`src/rtl/crlink_pkg.sv`:
```
package crlink_pkg;

  // Strobes handed from the control module to the datapath each cycle
  typedef struct packed {
    logic       sendFlit;  // launch the source flit onto the forward link
    logic [1:0] popCnt;    // flits removed from the receiver FIFO
  } linkStrobe_t;

endpackage

```
`src/rtl/crlink_ctrl.sv`:
```
module crlink_ctrl
  import crlink_pkg::*;
#(
  parameter int DEPTH = 4
) (
  input  logic                            clk,
  input  logic                            rstN,
  input  logic                            srcValid,
  input  logic [1:0]                      drainReq,
  input  logic [$clog2(DEPTH+1)-1:0]      occ,
  input  logic [1:0]                      retCredit,
  output linkStrobe_t                     strb,
  output logic                            srcReady,
  output logic [$clog2(DEPTH+1)-1:0]      creditCount,
  output logic                            creditErr
);

  localparam int CNT_W = $clog2(DEPTH+1);

  logic [CNT_W-1:0] creditCnt;
  logic             errFlag;
  logic             sendNow;
  logic [1:0]       reqCnt;
  logic [1:0]       popCnt;
  int               sumNext;

  // Transmit side: spend a credit per launched flit
  always_comb begin
    sendNow = srcValid && (creditCnt != '0);
    sumNext = int'(creditCnt) + int'(retCredit) - int'(sendNow);
  end

  // Receive side: clamp the consumer request to what is stored
  always_comb begin
    reqCnt = (drainReq == 2'd3) ? 2'd2 : drainReq;
    if (CNT_W'(reqCnt) > occ) popCnt = occ[1:0];
    else                      popCnt = reqCnt;
  end

  always_ff @(posedge clk or negedge rstN) begin
    if (!rstN) begin
      creditCnt <= CNT_W'(DEPTH);
      errFlag   <= 1'b0;
    end else if (sumNext > DEPTH) begin
      creditCnt <= CNT_W'(DEPTH);
      errFlag   <= 1'b1;
    end else begin
      creditCnt <= CNT_W'(sumNext);
    end
  end

  assign strb.sendFlit = sendNow;
  assign strb.popCnt   = popCnt;
  assign srcReady      = (creditCnt != '0);
  assign creditCount   = creditCnt;
  assign creditErr     = errFlag;


  credit_bound_chk: assert property (@(posedge clk) disable iff (!rstN)
    creditCnt <= CNT_W'(DEPTH));


  stall_hold_chk: assert property (@(posedge clk) disable iff (!rstN)
    (creditCnt == '0 && retCredit == 2'd0) |=> (creditCnt == '0));


  credit_step_chk: assert property (@(posedge clk) disable iff (!rstN)
    !errFlag |=> (errFlag || int'(creditCnt) ==
      int'($past(creditCnt)) + int'($past(retCredit)) - int'($past(strb.sendFlit))));

endmodule

```
`src/rtl/crlink_dpath.sv`:
```
module crlink_dpath
  import crlink_pkg::*;
#(
  parameter int DATA_W    = 16,
  parameter int DEPTH     = 4,
  parameter int FWD_DELAY = 2,
  parameter int BWD_DELAY = 3
) (
  input  logic                        clk,
  input  logic                        rstN,
  input  linkStrobe_t                 strb,
  input  logic [DATA_W-1:0]           srcData,
  output logic [$clog2(DEPTH+1)-1:0]  occ,
  output logic [DATA_W-1:0]           headData,
  output logic [DATA_W-1:0]           nextData,
  output logic [1:0]                  retCredit
);

  localparam int CNT_W = $clog2(DEPTH+1);
  localparam int PTR_W = (DEPTH > 1) ? $clog2(DEPTH) : 1;

  // Forward link delay line
  logic              fwdVld [FWD_DELAY];
  logic [DATA_W-1:0] fwdDat [FWD_DELAY];
  // Return link delay line
  logic [1:0]        bwdCred [BWD_DELAY];

  always_ff @(posedge clk or negedge rstN) begin
    if (!rstN) begin
      for (int i = 0; i < FWD_DELAY; i++) begin
        fwdVld[i] <= 1'b0;
        fwdDat[i] <= '0;
      end
    end else begin
      fwdVld[0] <= strb.sendFlit;
      fwdDat[0] <= srcData;
      for (int i = 1; i < FWD_DELAY; i++) begin
        fwdVld[i] <= fwdVld[i-1];
        fwdDat[i] <= fwdDat[i-1];
      end
    end
  end

  always_ff @(posedge clk or negedge rstN) begin
    if (!rstN) begin
      for (int i = 0; i < BWD_DELAY; i++) bwdCred[i] <= 2'd0;
    end else begin
      bwdCred[0] <= strb.popCnt;
      for (int i = 1; i < BWD_DELAY; i++) bwdCred[i] <= bwdCred[i-1];
    end
  end

  logic              arrive;
  logic [DATA_W-1:0] arriveDat;
  assign arrive    = fwdVld[FWD_DELAY-1];
  assign arriveDat = fwdDat[FWD_DELAY-1];
  assign retCredit = bwdCred[BWD_DELAY-1];

  // Receiver FIFO as a circular buffer
  logic [DATA_W-1:0] mem [DEPTH];
  logic [PTR_W-1:0]  rdPtr, wrPtr;
  logic [CNT_W-1:0]  occCnt;

  function automatic logic [PTR_W-1:0] advance(input logic [PTR_W-1:0] ptr, input int step);
    int t;
    t = int'(ptr) + step;
    if (t >= DEPTH) t = t - DEPTH;
    return PTR_W'(t);
  endfunction

  always_ff @(posedge clk) begin
    if (arrive) mem[wrPtr] <= arriveDat;
  end

  always_ff @(posedge clk or negedge rstN) begin
    if (!rstN) begin
      rdPtr  <= '0;
      wrPtr  <= '0;
      occCnt <= '0;
    end else begin
      if (arrive) wrPtr <= advance(wrPtr, 1);
      rdPtr  <= advance(rdPtr, int'(strb.popCnt));
      occCnt <= occCnt + CNT_W'(arrive) - CNT_W'(strb.popCnt);
    end
  end

  assign occ      = occCnt;
  assign headData = mem[rdPtr];
  assign nextData = mem[advance(rdPtr, 1)];


  no_overflow_chk: assert property (@(posedge clk) disable iff (!rstN)
    arrive |-> (int'(occCnt) - int'(strb.popCnt) < DEPTH));


  pop_bound_chk: assert property (@(posedge clk) disable iff (!rstN)
    int'(strb.popCnt) <= int'(occCnt));

endmodule

```
`src/rtl/crlink_top.sv`:
```
module crlink_top
  import crlink_pkg::*;
#(
  parameter int DATA_W    = 16,
  parameter int DEPTH     = 4,
  parameter int FWD_DELAY = 2,
  parameter int BWD_DELAY = 3
) (
  input  logic                        clk,
  input  logic                        rstN,
  input  logic                        srcValid,
  input  logic [DATA_W-1:0]           srcData,
  output logic                        srcReady,
  input  logic [1:0]                  drainReq,
  output logic [$clog2(DEPTH+1)-1:0]  availCount,
  output logic [DATA_W-1:0]           headData,
  output logic [DATA_W-1:0]           nextData,
  output logic [$clog2(DEPTH+1)-1:0]  creditCount,
  output logic                        creditErr
);

  localparam int CNT_W = $clog2(DEPTH+1);

  linkStrobe_t      strb;
  logic [CNT_W-1:0] occ;
  logic [1:0]       retCredit;

  crlink_ctrl #(.DEPTH(DEPTH)) u_ctrl (
    .clk         (clk),
    .rstN        (rstN),
    .srcValid    (srcValid),
    .drainReq    (drainReq),
    .occ         (occ),
    .retCredit   (retCredit),
    .strb        (strb),
    .srcReady    (srcReady),
    .creditCount (creditCount),
    .creditErr   (creditErr)
  );

  crlink_dpath #(
    .DATA_W    (DATA_W),
    .DEPTH     (DEPTH),
    .FWD_DELAY (FWD_DELAY),
    .BWD_DELAY (BWD_DELAY)
  ) u_dpath (
    .clk       (clk),
    .rstN      (rstN),
    .strb      (strb),
    .srcData   (srcData),
    .occ       (occ),
    .headData  (headData),
    .nextData  (nextData),
    .retCredit (retCredit)
  );

  assign availCount = occ;

endmodule

```
`config.mk`:
```
export PLATFORM = sky130hd
export DESIGN_NAME = crlink_top
export DESIGN_NICKNAME = d
export VERILOG_FILES = /design/src/rtl/crlink_pkg.sv /design/src/rtl/crlink_ctrl.sv /design/src/rtl/crlink_dpath.sv /design/src/rtl/crlink_top.sv
export SDC_FILE = /design/constraint.sdc
export NUM_CORES = 1
export LEC_CHECK = 0
export ABC_CLOCK_PERIOD_IN_PS = 2700
export BUFFER_PORTS_ARGS = -buffer_cell sky130_fd_sc_hd__buf_2
export CAP_MARGIN = 20
export CORE_MARGIN = 2
export CORE_UTILIZATION = 44
export CTS_CLUSTER_SIZE = 16
export DETAILED_ROUTE_END_ITERATION = 10
export GPL_TIMING_DRIVEN = 0
export PLACE_DENSITY = 0.63
export SLEW_MARGIN = 10
export SYNTH_ARGS = -nofsm -noshare
export SYNTH_HDL_FRONTEND = slang
export SYNTH_SLANG_ARGS = --single-unit
```
`constraint.sdc`:
```
create_clock -name clk -period 2.7 [get_ports clk]
set_clock_uncertainty 0.2 [all_clocks]
set_input_delay 0.405 -clock clk [delete_from_list [all_inputs] [get_ports clk]]
set_output_delay 0.405 -clock clk [all_outputs]
set_load 0.01 [all_outputs]
```
==> flow_summary.ini, run 1 <==
[timing]
tightest_slew_ns = 0.901
worst_slack_ns = 0.0265
timing.fmax_mhz = 374
slew_headroom_pct = 39.9
fin_crit_sh_pct = 99.0
finalHoldViolations = 0
rsz0062_at_grt = true
setup_viol = 0
drv_slew = 0
finalCriticalPeriod_ns = 2.67
holdWs_ns = 0.143

[drt]
drc = 0
routedWlPerCell_um = 16.5
ant_nets = 0
finalWirelength_mm = 7.78
drt-pass1-iter-count = 6
num_vias = 2292
viasPerCell = 4.88
drtIter0Drc = 76

[synth]
synth_common_cells = edfxtp_1, dfrtp_1, mux4_2, ha_1, inv_1
synthCells = 220
synth_seq_cells = 115
synthArstFlopShare_pct = 44.3
yosysMostFrequentCell = edfxtp_1
synth_top_cell_by_area = edfxtp_1
synth_area_um2 = 4560
synth.area.top_cells = edfxtp_1, dfrtp_1, mux4_2
synth_edf_count = 64
synth_top_area_share_pct = 42.1
synth_warnings = 0
syn_nets = 259
ys_seq_area_share_pct = 70.1
avgSynthCellArea_um2 = 20.7
synth_cell_types = 31
synthFlopType = edfxtp_1

[setup_path]
cpMaxStageDelayCell = dfrtp_1
worstSetupStartpointType = flop
path_common_cell = inv_2
cp.required_ns = 2.89
crit_family = adder cells
worstPathCellList = inv_2, ha_4, nor2b_4, o21ai_4, mux2i_2, ha_1, inv_1, ha_2, inv_2, fa_2, xnor2_2, xnor2_1
path_buf_inv = 3
worstSetupEndpointType = flop
crit_path_max_incr_delay_ns = 0.39
reg2reg_depth = 12
cp.depth = 12
arrival_ns = 2.86
path_max_fanout = 2
critical_path_class = reg -> reg

[clocking]
tritoncts = done
worstSkewPairLatency_ns = 0.50
cts_buffer_depth = 2
clk_pin_slew_ns = 0.06
cts_root_buf = clkbuf_8
clock_sinks = 115
htreeDepth = 4
numCtsBuffers = 17

[grt]
grtUsageTotal_pct = 15.2
grt_max_degree = 30
grt_pass1_wl_mm = 12.3
antenna_found_initial = 0
grt_pass1_vias = 2398
grt.overflow.total = 0

[placed_design]
pre_cts_slack_ns = -0.368
gp_congestion = 0.670
dp_hpwl_mm = 4.83
dp_cells = 417
dpl_cell_area_um2 = 5060
port_buffers = 60

[floorplan]
core_um2 = 10200
rows = 37
die_area_um2 = 11200
start_util_pct = 44.8
die-height_um = 106
top_level_ports = 61
die_w_um = 106

[pwr]
leakagePower_nw = 2.36
powerDensity_nw_per_um2 = 1190
netSwitchingPower_mw = 2.15
seq_power_share_pct = 33.9
cellInternalPower_mw = 4.88
ir_worst_vdd_uv = 596
clockPowerShare_pct = 31.3
combPwrFrac_pct = 34.7
switching_share_pct = 30.6

[finish]
drive_gt1_share_pct = 43.4
n_fill_cell = 804
diodes = 0
fin_cells = 470
fin_nets = 360
multi_input_area_um2 = 1270
design_area_um2 = 5910
area_growth_pct = 29.4
final-seq-area_um2 = 3200

[run_status]
status = complete, no violations

[run]
maxCapViolCount = 0

[worst_hold_path]
whs_path_depth = 0
hold_class = reg -> reg
## state kept, by name (all words and copies together), names as in the netlist
signal              flops
u_dpath.mem            64
u_dpath.arriveDat      16
u_dpath.fwdDat         16
u_dpath.bwdCred         4
u_ctrl.creditCount      3
u_dpath.occ             3
u_dpath.rdPtr           2
u_dpath.retCredit       2
u_dpath.wrPtr           2
u_ctrl.creditErr        1
u_dpath.arrive          1
u_dpath.fwdVld          1
## cell type report
| class | count | area share, % |
|---|---|---|
| Buffer | 9 | 1.61 |
| Timing Repair Buffer | 82 | 8.90 |
| Clock buffer | 18 | 7.08 |
| Inverter | 12 | 0.763 |
| Sequential cell | 115 | 54.2 |
| Tap cell | 136 | 2.88 |
| Clock inverter | 14 | 3.05 |
| Multi-Input combinational cell | 84 | 21.5 |
## layout by cell type (no fill, tap or decap), drive strengths merged
cell	Yosys	routed
clkinv	0	4
mux2i	2	2
and2	6	6
ha	16	16
fa	2	2
nand2	1	1
buf	8	71
clkbuf	1	19
mux4	32	32
o21ai	2	2
a31oi	1	1
clkinvlp	0	5
edfxtp	64	64
nor2b	2	2
a211o	1	1
xnor2	5	5
or3	1	1
or2	1	1
nand2b	1	1
or2b	1	1
dlygate4sd3	0	19
nor2	2	2
dfrtp	50	50
o221ai	1	1
inv	12	14
dfstp	1	1
a21oi	4	4
bufinv	0	3
xor2	3	3
## power groups by stage
| stage | clock, mW | sequential [mW] | combinational, mW |
|---|---|---|---|
| after floorplan | 0 | 2.39 | 1.65 |
| after global placement | 0 | 2.41 | 2.33 |
| after detailed placement | 0 | 2.42 | 2.35 |
| after CTS | 2.25 | 2.39 | 2.49 |
| after global routing | 2.33 | 2.43 | 2.67 |
| final | 2.20 | 2.39 | 2.45 |
## kinds of logic after synthesis
kind of cell	share of synthesized area, %
buf+inv	3.07
flops	70.1
compound gates	1.40
mux	16.6
fa+ha+maj	5.26
xor+xnor	1.70
simple gates	1.92
## worst register-to-register path, stage by stage (launching register included)
cell and delay (ns):
dfrtp_1 0.39, inv_2 0.07, ha_4 0.20, nor2b_4 0.13, o21ai_4 0.19, mux2i_2 0.26, ha_1 0.26, inv_1 0.06
ha_2 0.16, inv_2 0.03, fa_2 0.35, xnor2_2 0.15, xnor2_1 0.12
## repair_timing
item                       in CTS  in global routing
hold buffers                   19                  0
gates resized for setup        10                  0
setup buffers                   2                  0
pin swaps                       5                  6
hold endpoints to repair       40                  0
setup endpoints to repair       2                  2
## layer usage
layer	vias up	track usage [%]	wire length [um]
met1	1166	19.2	3510
met4	0	5.36	82
met5	-	0	0
met3	12	5.01	290
met2	54	24.8	3900
li1	1060	-	-
## per-stage QoR
| step | setup TNS [ns] | utilization [%] | power [mW] |
|---|---|---|---|
| 5_1_grt | -0.114 | 58.0 | 7.42 |
| 2_1_floorplan | -0.0589 | - | 4.04 |
| 3_3_place_gp | -0.659 | 49.5 | 4.73 |
| 3_5_place_dp | -0.643 | 49.7 | 4.77 |
| 4_1_cts | 0 | 58.0 | 7.13 |
| 6_report | 0 | 58.0 | 7.04 |
## path summary, 6_finish.rpt
path                                              start                               to  slack (ns)
setup / recovery               u_dpath.occ[1]$_DFF_PN0_         u_dpath.occ[2]$_DFF_PN0_        0.03
hold / removal             u_dpath.fwdDat[20]$_DFF_PN0_   u_dpath.arriveDat[4]$_DFF_PN0_        0.14
setup reg to reg               u_dpath.occ[1]$_DFF_PN0_         u_dpath.occ[2]$_DFF_PN0_        0.03
hold reg to reg            u_dpath.fwdDat[20]$_DFF_PN0_   u_dpath.arriveDat[4]$_DFF_PN0_        0.14
max in group asynchronous                          rstN  u_ctrl.creditCount[2]$_DFF_PN1_        1.45
min in group asynchronous                          rstN     u_dpath.fwdDat[31]$_DFF_PN0_        0.23
Note: power is estimated with default switching activity, not from simulation.
==> inputs of run 2 (changes only) <==
Settings changed: CTS_BUF_LIST from default to sky130_fd_sc_hd__clkbuf_4 sky130_fd_sc_hd__clkbuf_8.
==> run 2 against run 1 <==
Net effect: worst hold slack got worse by 0.077 ns; flip-flop and latch count did not move; clock power fell by 25%; wire length fell by 1.1%; largest power group unchanged; cell count fell by 0.43%; core utilization fell by 1.9 points; non-clock buffer count fell by 2; setup slack got worse by 0.0043 ns; largest cell class unchanged; sequential power barely moved; via count fell by 0.74%; count of clock-buffer cells in the layout did not move.
==> flow_summary.ini, run 2 (synthesized netlist as in run 1, its figures left out) <==
[finish]
largest-register = u_dpath.mem
area_growth_pct = 25.1
drive_gt1_share_pct = 44.0
largest_reg_flops = 64
fin_cells = 468
fin_nets = 358
most-common-layout-cells = buf_2, edfxtp_1, dfrtp_1
diodes = 0
n_fill_cell = 836

[setup_path]
critical_path_class = reg -> reg
cp.required_ns = 2.80
worstSetupStartpointType = flop
r2r_end = u_dpath.occ[2]$_DFF_PN0_
path_common_cell = inv_2
worstPathCellList = inv_2, ha_4, nor2b_4, o21ai_4, mux2i_2, ha_1, inv_1, ha_2, inv_2, fa_2, xnor2_2, xnor2_1
path_max_fanout = 2
rr_startpoint = u_dpath.occ[1]$_DFF_PN0_
worstSetupEndpointType = flop
path_buf_inv = 3
rrSetupSlack_ns = 0.02
arrival_ns = 2.78
cpMaxStageDelayCell = dfrtp_1
reg2reg_depth = 12
crit_family = adder cells
crit_path_max_incr_delay_ns = 0.40

[placed_design]
gp_congestion = 0.670
dp_cells = 417
dp_hpwl_mm = 4.83
port_buffers = 60

[timing]
fin_crit_sh_pct = 99.2
slew_headroom_pct = 39.4
holdWs_ns = 0.0664
tightest_slew_ns = 0.909
rsz0062_at_grt = true
timing.fmax_mhz = 373
finalHoldViolations = 0
drv_slew = 0
setup_viol = 0
finalCriticalPeriod_ns = 2.68

[drt]
drc = 0
wl_met1_mm = 3.46
drt-pass1-iter-count = 4
num_vias = 2275
viasPerCell = 4.86
routed.top_layer = met4
drtIter0Drc = 88
ant_nets = 0
finalWirelength_mm = 7.69
routedWlPerCell_um = 16.4
wl_met3_um = 337
dr_wl_met2_mm = 3.83

[clocking]
cts_buffer_depth = 2
htreeDepth = 4
tritoncts = done
clk_pin_slew_ns = 0.07
clock_sinks = 115
worstSkewPairLatency_ns = 0.42
numCtsBuffers = 17
cts_root_buf = clkbuf_8

[grt]
grt_pass1_wl_mm = 12.2
grtUsageTotal_pct = 15.1
grt.overflow.total = 0
grt_max_degree = 30
grt_pass1_vias = 2407
antenna_found_initial = 0

[worst_hold_path]
hold_class = in -> reg
whs_path_depth = 2
hold_path_end = u_dpath.fwdVld[1]$_DFF_PN0_
worstHoldStart = srcValid

[floorplan]
die_area_um2 = 11200
core_um2 = 10200
top_level_ports = 61
die_w_um = 106
die-height_um = 106
start_util_pct = 44.8
rows = 37

[pwr]
leakagePower_nw = 2.27
powerDensity_nw_per_um2 = 1130
ir_worst_vdd_uv = 544

[run]
maxCapViolCount = 0

[run_status]
status = complete, no violations
[run 2: what timing repair did]
item / in CTS / in global routing
endpoints found under the setup margin: 2 / 2
pin swaps: 6 / 6
hold endpoints to repair: 38 / 0
buffers inserted: 2 / 0
hold buffers: 17 / 0
gates resized for setup: 10 / 0
[run 2: worst max-delay path by stage]
| stage | start | to | slack (ns) | cells after the start |
|---|---|---|---|---|
| after floorplan | u_dpath.occ[1]$_DFF_PN0_ | u_dpath.occ[2]$_DFF_PN0_ | -0.06 | 12 |
| after global placement | drainReq[1] | u_dpath.occ[2]$_DFF_PN0_ | -0.38 | 13 |
| after detailed placement | drainReq[1] | u_dpath.occ[2]$_DFF_PN0_ | -0.37 | 13 |
| after CTS | u_dpath.occ[1]$_DFF_PN0_ | u_dpath.occ[2]$_DFF_PN0_ | 0.01 | 12 |
| after global routing | u_dpath.occ[1]$_DFF_PN0_ | u_dpath.occ[2]$_DFF_PN0_ | -0.12 | 12 |
| final | u_dpath.occ[1]$_DFF_PN0_ | u_dpath.occ[2]$_DFF_PN0_ | 0.02 | 12 |
[run 2: area by class of cell]
type | count | area [um2] | area share (%)
clock buffers | 18 | 241 | 4.23
inverters | 12 | 45.0 | 0.789
clock inverters | 14 | 180 | 3.16
well taps | 136 | 170 | 2.98
repair buffers | 80 | 505 | 8.85
flip-flops and latches | 115 | 3200 | 56.0
plain buffers | 9 | 95.1 | 1.67
multi-input cells | 84 | 1270 | 22.3
[run 2: power by group]
group | switching [mW] | internal (mW)
Clock | 0.714 | 0.932
Sequential | 0.166 | 2.22
Combinational | 1.20 | 1.24
[run 2: layer usage]
layer,track usage (%),vias to the layer above
li1,-,1053
met2,24.8,68
met5,0,-
met3,4.82,5
met1,18.8,1149
met4,5.92,0
[run 2: worst register-to-register path: stages (launching register included)]
cell     delay (ns)
dfrtp_1        0.40
inv_2          0.08
ha_4           0.20
nor2b_4        0.13
o21ai_4        0.18
mux2i_2        0.26
ha_1           0.26
inv_1          0.06
ha_2           0.16
inv_2          0.03
fa_2           0.35
xnor2_2        0.15
xnor2_1        0.12
[run 2: through the flow]
stage / util (%) / instance area, um2 / setup slack [ns] / power, mW / TNS, ns
after global placement: 49.5 / 5040 / -0.376 / 4.73 / -0.659
after CTS: 56.1 / 5710 / 0.0112 / 6.56 / 0
after global routing: 56.1 / 5710 / -0.123 / 6.86 / -0.123
after detailed placement: 49.7 / 5060 / -0.368 / 4.77 / -0.643
final: 56.1 / 5710 / 0.0222 / 6.47 / 0
after floorplan: - / 4570 / -0.0589 / 4.04 / -0.0589
